`src/rtl/mcc_pkg.sv`:
```
package mcc_pkg;

  localparam int OPC_W = 6;

  localparam logic [OPC_W-1:0] OPC_RTYPE = 6'b000000;
  localparam logic [OPC_W-1:0] OPC_LOAD  = 6'b100011;
  localparam logic [OPC_W-1:0] OPC_STORE = 6'b101011;
  localparam logic [OPC_W-1:0] OPC_BEQ   = 6'b000100;
  localparam logic [OPC_W-1:0] OPC_JUMP  = 6'b000010;

  localparam logic [1:0] SRCB_REG    = 2'b00;
  localparam logic [1:0] SRCB_FOUR   = 2'b01;
  localparam logic [1:0] SRCB_IMM    = 2'b10;
  localparam logic [1:0] SRCB_IMM_SH = 2'b11;

  localparam logic [1:0] PCS_ALU    = 2'b00;
  localparam logic [1:0] PCS_ALUOUT = 2'b01;
  localparam logic [1:0] PCS_JUMP   = 2'b10;

  localparam logic [1:0] AOP_ADD   = 2'b00;
  localparam logic [1:0] AOP_SUB   = 2'b01;
  localparam logic [1:0] AOP_FUNCT = 2'b10;

  typedef enum logic [3:0] {
    ST_FETCH    = 4'd0,
    ST_DECODE   = 4'd1,
    ST_ADDR_LD  = 4'd2,
    ST_ADDR_ST  = 4'd3,
    ST_MEM_RD   = 4'd4,
    ST_LOAD_WB  = 4'd5,
    ST_MEM_WR   = 4'd6,
    ST_R_EXEC   = 4'd7,
    ST_R_DONE   = 4'd8,
    ST_BRANCH   = 4'd9,
    ST_JUMP     = 4'd10
  } seq_state_t;

  typedef struct packed {
    logic       pc_wr;
    logic       pc_wr_cond;
    logic       addr_sel_data;
    logic       mem_rd;
    logic       mem_wr;
    logic       wb_from_mem;
    logic       ir_wr;
    logic [1:0] pc_src;
    logic [1:0] alu_op;
    logic       alu_a_sel;
    logic [1:0] alu_b_sel;
    logic       rf_wr;
    logic       rf_dst_rd;
  } ctrl_word_t;

endpackage

```
`src/rtl/mcc_reset_sync.sv`:
```
module mcc_reset_sync #(
  parameter int STAGES = 2
) (
  input  logic clk,
  input  logic rst_n,
  output logic rst_sync_n
);

  generate
    if (STAGES <= 1) begin : g_single
      logic flop_q;
      always_ff @(posedge clk or negedge rst_n) begin
        if (!rst_n) flop_q <= 1'b0;
        else        flop_q <= 1'b1;
      end
      assign rst_sync_n = flop_q;
    end else begin : g_chain
      logic [STAGES-1:0] chain_q;
      always_ff @(posedge clk or negedge rst_n) begin
        if (!rst_n) chain_q <= '0;
        else        chain_q <= {chain_q[STAGES-2:0], 1'b1};
      end
      assign rst_sync_n = chain_q[STAGES-1];
    end
  endgenerate

endmodule

```
`src/rtl/mcc_next_state.sv`:
```
module mcc_next_state
  import mcc_pkg::*;
(
  input  seq_state_t       state_q,
  input  logic [OPC_W-1:0] opcode,
  output seq_state_t       state_d
);

  seq_state_t decode_target;

  always_comb begin
    case (opcode)
      OPC_LOAD:  decode_target = ST_ADDR_LD;
      OPC_STORE: decode_target = ST_ADDR_ST;
      OPC_RTYPE: decode_target = ST_R_EXEC;
      OPC_BEQ:   decode_target = ST_BRANCH;
      OPC_JUMP:  decode_target = ST_JUMP;
      default:   decode_target = ST_FETCH;
    endcase
  end

  always_comb begin
    case (state_q)
      ST_FETCH:   state_d = ST_DECODE;
      ST_DECODE:  state_d = decode_target;
      ST_ADDR_LD: state_d = ST_MEM_RD;
      ST_ADDR_ST: state_d = ST_MEM_WR;
      ST_MEM_RD:  state_d = ST_LOAD_WB;
      ST_R_EXEC:  state_d = ST_R_DONE;
      default:    state_d = ST_FETCH;
    endcase
  end

endmodule

```
`src/rtl/mcc_state_reg.sv`:
```
module mcc_state_reg
  import mcc_pkg::*;
(
  input  logic       clk,
  input  logic       rst_sync_n,
  input  logic       advance_en,
  input  seq_state_t state_d,
  output seq_state_t state_q
);

  always_ff @(posedge clk or negedge rst_sync_n) begin
    if (!rst_sync_n) begin
      state_q <= ST_FETCH;
    end else if (advance_en) begin
      state_q <= state_d;
    end
  end

endmodule

```
`src/rtl/mcc_ctrl_decode.sv`:
```
module mcc_ctrl_decode
  import mcc_pkg::*;
(
  input  seq_state_t state_q,
  input  logic       out_en,
  output ctrl_word_t ctrl
);

  ctrl_word_t raw;

  always_comb begin
    raw = '0;
    case (state_q)
      ST_FETCH: begin
        raw.mem_rd    = 1'b1;
        raw.ir_wr     = 1'b1;
        raw.pc_wr     = 1'b1;
        raw.pc_src    = PCS_ALU;
        raw.alu_a_sel = 1'b0;
        raw.alu_b_sel = SRCB_FOUR;
        raw.alu_op    = AOP_ADD;
      end
      ST_DECODE: begin
        raw.alu_a_sel = 1'b0;
        raw.alu_b_sel = SRCB_IMM_SH;
        raw.alu_op    = AOP_ADD;
      end
      ST_ADDR_LD, ST_ADDR_ST: begin
        raw.alu_a_sel = 1'b1;
        raw.alu_b_sel = SRCB_IMM;
        raw.alu_op    = AOP_ADD;
      end
      ST_MEM_RD: begin
        raw.addr_sel_data = 1'b1;
        raw.mem_rd        = 1'b1;
      end
      ST_LOAD_WB: begin
        raw.rf_wr       = 1'b1;
        raw.wb_from_mem = 1'b1;
        raw.rf_dst_rd   = 1'b0;
      end
      ST_MEM_WR: begin
        raw.addr_sel_data = 1'b1;
        raw.mem_wr        = 1'b1;
      end
      ST_R_EXEC: begin
        raw.alu_a_sel = 1'b1;
        raw.alu_b_sel = SRCB_REG;
        raw.alu_op    = AOP_FUNCT;
      end
      ST_R_DONE: begin
        raw.rf_wr       = 1'b1;
        raw.rf_dst_rd   = 1'b1;
        raw.wb_from_mem = 1'b0;
      end
      ST_BRANCH: begin
        raw.alu_a_sel  = 1'b1;
        raw.alu_b_sel  = SRCB_REG;
        raw.alu_op     = AOP_SUB;
        raw.pc_wr_cond = 1'b1;
        raw.pc_src     = PCS_ALUOUT;
      end
      ST_JUMP: begin
        raw.pc_wr  = 1'b1;
        raw.pc_src = PCS_JUMP;
      end
      default: raw = '0;
    endcase
  end

  assign ctrl = out_en ? raw : '0;

endmodule

```
`src/rtl/mcc_controller.sv`:
```
module mcc_controller
  import mcc_pkg::*;
#(
  parameter int SYNC_STAGES = 2
) (
  input  logic             clk,
  input  logic             rst_n,
  input  logic [OPC_W-1:0] opcode,
  output logic             pc_wr,
  output logic             pc_wr_cond,
  output logic             addr_sel_data,
  output logic             mem_rd,
  output logic             mem_wr,
  output logic             wb_from_mem,
  output logic             ir_wr,
  output logic [1:0]       pc_src,
  output logic [1:0]       alu_op,
  output logic             alu_a_sel,
  output logic [1:0]       alu_b_sel,
  output logic             rf_wr,
  output logic             rf_dst_rd
);

  logic       rst_sync_n;
  seq_state_t state_q;
  seq_state_t state_d;
  ctrl_word_t ctrl;

  mcc_reset_sync #(.STAGES(SYNC_STAGES)) u_rst_sync (
    .clk        (clk),
    .rst_n      (rst_n),
    .rst_sync_n (rst_sync_n)
  );

  mcc_next_state u_next (
    .state_q (state_q),
    .opcode  (opcode),
    .state_d (state_d)
  );

  mcc_state_reg u_state (
    .clk        (clk),
    .rst_sync_n (rst_sync_n),
    .advance_en (rst_sync_n),
    .state_d    (state_d),
    .state_q    (state_q)
  );

  mcc_ctrl_decode u_decode (
    .state_q (state_q),
    .out_en  (rst_sync_n),
    .ctrl    (ctrl)
  );

  assign pc_wr         = ctrl.pc_wr;
  assign pc_wr_cond    = ctrl.pc_wr_cond;
  assign addr_sel_data = ctrl.addr_sel_data;
  assign mem_rd        = ctrl.mem_rd;
  assign mem_wr        = ctrl.mem_wr;
  assign wb_from_mem   = ctrl.wb_from_mem;
  assign ir_wr         = ctrl.ir_wr;
  assign pc_src        = ctrl.pc_src;
  assign alu_op        = ctrl.alu_op;
  assign alu_a_sel     = ctrl.alu_a_sel;
  assign alu_b_sel     = ctrl.alu_b_sel;
  assign rf_wr         = ctrl.rf_wr;
  assign rf_dst_rd     = ctrl.rf_dst_rd;

endmodule

```
`config.mk`:
```
export PLATFORM = sky130hd
export DESIGN_NAME = mcc_controller
export DESIGN_NICKNAME = d
export VERILOG_FILES = /design/src/rtl/mcc_pkg.sv /design/src/rtl/mcc_reset_sync.sv /design/src/rtl/mcc_next_state.sv /design/src/rtl/mcc_state_reg.sv /design/src/rtl/mcc_ctrl_decode.sv /design/src/rtl/mcc_controller.sv
export SDC_FILE = /design/constraint.sdc
export NUM_CORES = 1
export LEC_CHECK = 0
export CORE_MARGIN = 2
export CORE_UTILIZATION = 36
export DETAILED_ROUTE_END_ITERATION = 12
export PLACE_DENSITY = 0.71
export RECOVER_POWER = 50
export SLEW_MARGIN = 20
export SYNTH_ARGS = -nofsm -noshare
export SYNTH_HDL_FRONTEND = slang
export SYNTH_HIERARCHICAL = 1
export SYNTH_SLANG_ARGS = --single-unit
```
`constraint.sdc`:
```
create_clock -name clk -period 1.8 [get_ports clk]
set_input_delay 0.27 -clock clk [delete_from_list [all_inputs] [get_ports clk]]
set_output_delay 0.27 -clock clk [all_outputs]
set_load 0.05 [all_outputs]
```
* After elaboration in Yosys (flattened, before gate mapping)
Cells that the tools add are included.
Operators by class: reduce and logical (&&, ||, !) cells 6, muxes and demuxes 13, equal/unequal tests 14
Operator list (count):
- case mux 5 bit (5 select lines) | 1
- case mux 4 bit (6 select lines) | 1
- case mux 4 bit (5 select lines) | 1
- == test 4 x 3 -> 1 bit, second input constant | 4
- 2-to-1 mux 16 bit | 1
- == test 4 bit, second input constant | 3
- == test 6 bit, second input constant | 2
- == test 4 x 2 -> 1 bit, second input constant | 2
- case mux 2 bit (2 select lines) | 2
- OR reduction 2 bit | 4
- 2-to-1 mux 1 bit | 7
- == test 6 x 2 -> 1 bit, second input constant | 1
- == test 6 x 3 -> 1 bit, second input constant | 1
- zero test 6 bit | 1
- == test 4 x 1 -> 1 bit, second input constant | 1
- zero test 4 bit | 1
Word-level totals: register bits 6, word-level logic and storage cells 35, output and inout port bits 16, bits of input ports 8

* Logic depth before layout (Yosys ltp)
depth in word-level cells 4, gate-level depth with buffers 4, gate-level depth less buffers 4

* Cells and area by module
The synthesis kept the hierarchy.
Modules (own cells, without submodules):
- mcc_ctrl_decode | times used 1, area each 220.2 µm², cells each 33
- mcc_state_reg | times used 1, area each 145.1 µm², cells each 8
- mcc_next_state | times used 1, area each 136.4 µm², cells each 23
- mcc_reset_sync | times used 1, area each 53.8 µm², cells each 3

* Worst setup path after synthesis
OpenSTA, ideal clock, no wires.
path type reg-to-output, start reg u_state.state_q[1], end out pc_wr, buffers on the path 1, arrival time 2406 ps, path slack -876 ps, cell stages (with the launch flop) 4, cell sequence dfrtp_1 buf_2 xor2_1 nor4b_1
On the way: longest elaborated chain between the ends 4, elaborated cells between the ends (all ways) 5, those cells by class eq/ne (1); mux (2); reduce/logical (2)
RTL lines:
- start: declaration | RTL line mcc_state_reg.sv:8 | output seq_state_t state_q
- start signal: assignment | RTL line mcc_state_reg.sv:15 | state_q <= state_d;
- == test 4 bit / zero test 4 bit (equally long branches) | RTL line mcc_ctrl_decode.sv:13 | case (state_q)
- OR reduction 2 bit (no line) *
- 2-to-1 mux 1 bit * | RTL line mcc_ctrl_decode.sv:13
- 2-to-1 mux 16 bit * | RTL line mcc_ctrl_decode.sv:71 | assign ctrl = out_en ? raw : '0;
- end: declaration | RTL line mcc_controller.sv:9 | output logic pc_wr,
Every way passes the cells marked *; elsewhere a longest branch is shown, timed or not.

* Worst setup path after layout
start reg u_state.state_q[3], end out ir_wr
On the way: longest elaborated chain between the ends 3
RTL lines:
- zero test 4 bit | RTL line mcc_ctrl_decode.sv:13
- 2-to-1 mux 1 bit | RTL line mcc_ctrl_decode.sv:13
- 2-to-1 mux 16 bit | RTL line mcc_ctrl_decode.sv:71
- end: declaration | RTL line mcc_controller.sv:15 | output logic ir_wr,
Every way passes these cells.

==> flow_summary_export.csv <==
group,metric,value,unit
power,p_clk_frac,0.102,
layout,finalNonFillerCells,113,
clock_tree,clock-sinks,6,
yosys,yosys_warnings,6,
worst_setup_path,r2r_slack,0.21,ns
worst_setup_path,crit_required,1.53,ns
clock_tree,h-tree-depth,1,
layout,layout.nets,107,
layout,drive_gt1_frac,0.495,
yosys,avgSynthCellArea,8.29,µm²
grt,grt_max_degree,16,
power,p_switching,0.504,mW
outcome,status,"complete, no violations",
timing,skew,0.000466,ns
yosys,syn-instance-count,67,
detailed_routing,met3WireLength,81,µm
detailed_routing,drt_iter0_drc,3,
die,dieArea,1870,µm²
timing,fin_crit_sh,0.967,
grt,grt_pass1_vias,507,
yosys,synth-seq-cells,6,
grt,grt_overflow_total,0,
worst_setup_path,start_kind,"register",
clock_tree,clock-root-buffer,"clkbuf_4",
timing,setup_viol,0,
detailed_routing,dr.max_layer_used,"met3",
worst_setup_path,worstPathMaxFanout,11,
die,core,1470,µm²
power,power_density,1050,nW/µm²
timing,holdWs,0.266,ns
worst_setup_path,setup.worst_path.start,"u_state/state_q[3]$_DFFE_PN0P_",
die,io_pins,24,
grt,grt_pass1_wl,2060,µm
power,switching_share,0.450,
placed_design,dp_hpwl,1030,µm
power,leakagePower,0.435,nW
yosys,ys_seq_area_frac,0.270,
worst_setup_path,endpoint,"ir_wr",
detailed_routing,via_per_inst,5.15,
run,drv_cap,0,
die,fp.dieH,43.3,µm
timing,fin_ws,0.0588,ns
clock_tree,cts_made_buffers,3,
worst_setup_path,rr_worst_depth,6,
power,p_total,1.12,mW
layout,stdcell_area,1060,µm²
detailed_routing,drt-total-wl,1290,µm
placed_design,placed_area,993,µm²
clock_tree,cts_tree,"done",
placed_design,pre_cts_slack,0.118,ns
worst_setup_path,r2r_end,"u_state/state_q[2]$_DFFE_PN0P_",
timing,max_freq,574,MHz
die,rows,14,
grt,antenna_found_initial,0,
power,pwr-share-seq,0.213,
placed_design,io_buffers,23,
timing,rsz0062_at_grt,"yes",
yosys,syn-num-nets,75,
detailed_routing,avgRoutedWirePerCell,11.4,µm
clock_tree,clk_pin_slew,0.04,ns
layout,most-common-layout-cells,"buf_12, buf_4, nor2_1, clkdlybuf4s50_1",
timing,hold_viol,0,
worst_setup_path,endpoint_kind,"primary output",
detailed_routing,drt-met1-wl,524,µm
power,internal-power,0.615,mW
yosys,ys_async_sr_fraction,1.00,
die,initial_core_util,0.378,
die,die_x,43.3,µm
layout,n_fill_cell,126,
timing,drv_slew,0,
power,peakVddDrop,0.694,mV
clock_tree,cts_hold_buf,0,
yosys,synth_area,556,µm²
layout,diodes,0,
detailed_routing,drt_first_pass_iters,2,
min_path,hp-class,"in -> async",
worst_setup_path,r2r-start,"u_state/state_q[3]$_DFFE_PN0P_",
layout,layout_commonest_cell,"buf_12",
detailed_routing,ant_nets,0,
clock_tree,cts_buffer_depth,2,
detailed_routing,met2_length,682,µm
detailed_routing,drc,0,
layout,area_growth,91.2,%
detailed_routing,vias,582,
grt,grt_usage,0.142,
placed_design,gp_congestion,0.754,
worst_setup_path,crit_type,"reg -> out",
yosys,dominantRegCellSynth,"dfrtp_1",
worst_setup_path,arrival,1.47,ns
yosys,synth-edff-count,0,
yosys,synth_cell_types,28,
placed_design,placed_cells,107,
timing,fin_crit,1.74,ns
clock_tree,clk_latency,0.23,ns
power,pwr-share-comb,0.685,
-- worst min-delay path by stage --
stage / to
floorplan: u_rst_sync/g_chain.chain_q[0]$_DFF_PN0_
global placement: u_state/state_q[3]$_DFFE_PN0P_
detailed placement: u_state/state_q[0]$_DFFE_PN0P_
CTS: u_rst_sync/g_chain.chain_q[0]$_DFF_PN0_
global route: u_rst_sync/g_chain.chain_q[1]$_DFF_PN0_
finish: u_rst_sync/g_chain.chain_q[1]$_DFF_PN0_
-- registers in the layout (all words and copies together), names as in the netlist --
| signal | cells |
|---|---|
| u_rst_sync/g_chain.chain_q | 2 |
| u_state/state_q | 4 |
-- layout make-up --
class / count / area, µm² / area share
multi-input combinational: 56 / 418 / 0.393
tap: 16 / 20.0 / 0.0188
timing repair buffer: 32 / 445 / 0.419
clock buffer: 3 / 22.5 / 0.0212
sequential: 6 / 156 / 0.147
-- synth_stat cells (4+ instances only) --
cell      instances  share of area
nand2_1           5          0.034
mux2_2            4          0.081
nor2_1           13          0.088
nand2b_1          4          0.045
dfrtp_1           6           0.27
nand3b_1          4          0.054
-- what timing repair did --
| action | 4_1_cts | 5_1_grt |
|---|---|---|
| endpoints found under the setup margin | 4 | 11 |
| resized for setup | 3 | 5 |
| setup buffers | 0 | 3 |
-- power by group through the flow --
| stage | combinational, mW | clock, mW | sequential [mW] |
|---|---|---|---|
| 3_3_place_gp | 0.730 | 0 | 0.226 |
| 4_1_cts | 0.752 | 0.121 | 0.232 |
| 5_1_grt | 0.810 | 0.130 | 0.249 |
| 6_report | 0.766 | 0.115 | 0.238 |
| 2_1_floorplan | 0.426 | 0 | 0.213 |
| 3_5_place_dp | 0.741 | 0 | 0.230 |
-- cell families after synthesis --
group           Yosys count  share of synthesized area
compound gates            7                     0.0766
buf+inv                   5                     0.0653
other cells               1                    0.00675
simple gates             41                      0.450
mux                       5                     0.0991
flops                     6                      0.270
xor+xnor                  2                     0.0315
-- critical path, cell delays in order, from the launching register on --
cell and delay [ns]:
dfrtp_2 0.46, or3b_4 0.45, nor3_4 0.16, buf_12 0.16
-- through the flow --
| stage | utilization | TNS [ns] |
|---|---|---|
| floorplan | - | -0.485 |
| global placement | 0.675 | 0 |
| detailed placement | 0.675 | 0 |
| CTS | 0.697 | 0 |
| global route | 0.722 | -0.00493 |
| finish | 0.722 | 0 |
-- routing by layer --
layer | vias up | global-route usage
met5 | - | 0
met4 | 0 | 0.0545
met3 | 0 | 0.0298
met2 | 21 | 0.263
met1 | 264 | 0.155
li1 | 297 | -
(Power assumes the default switching activity.)
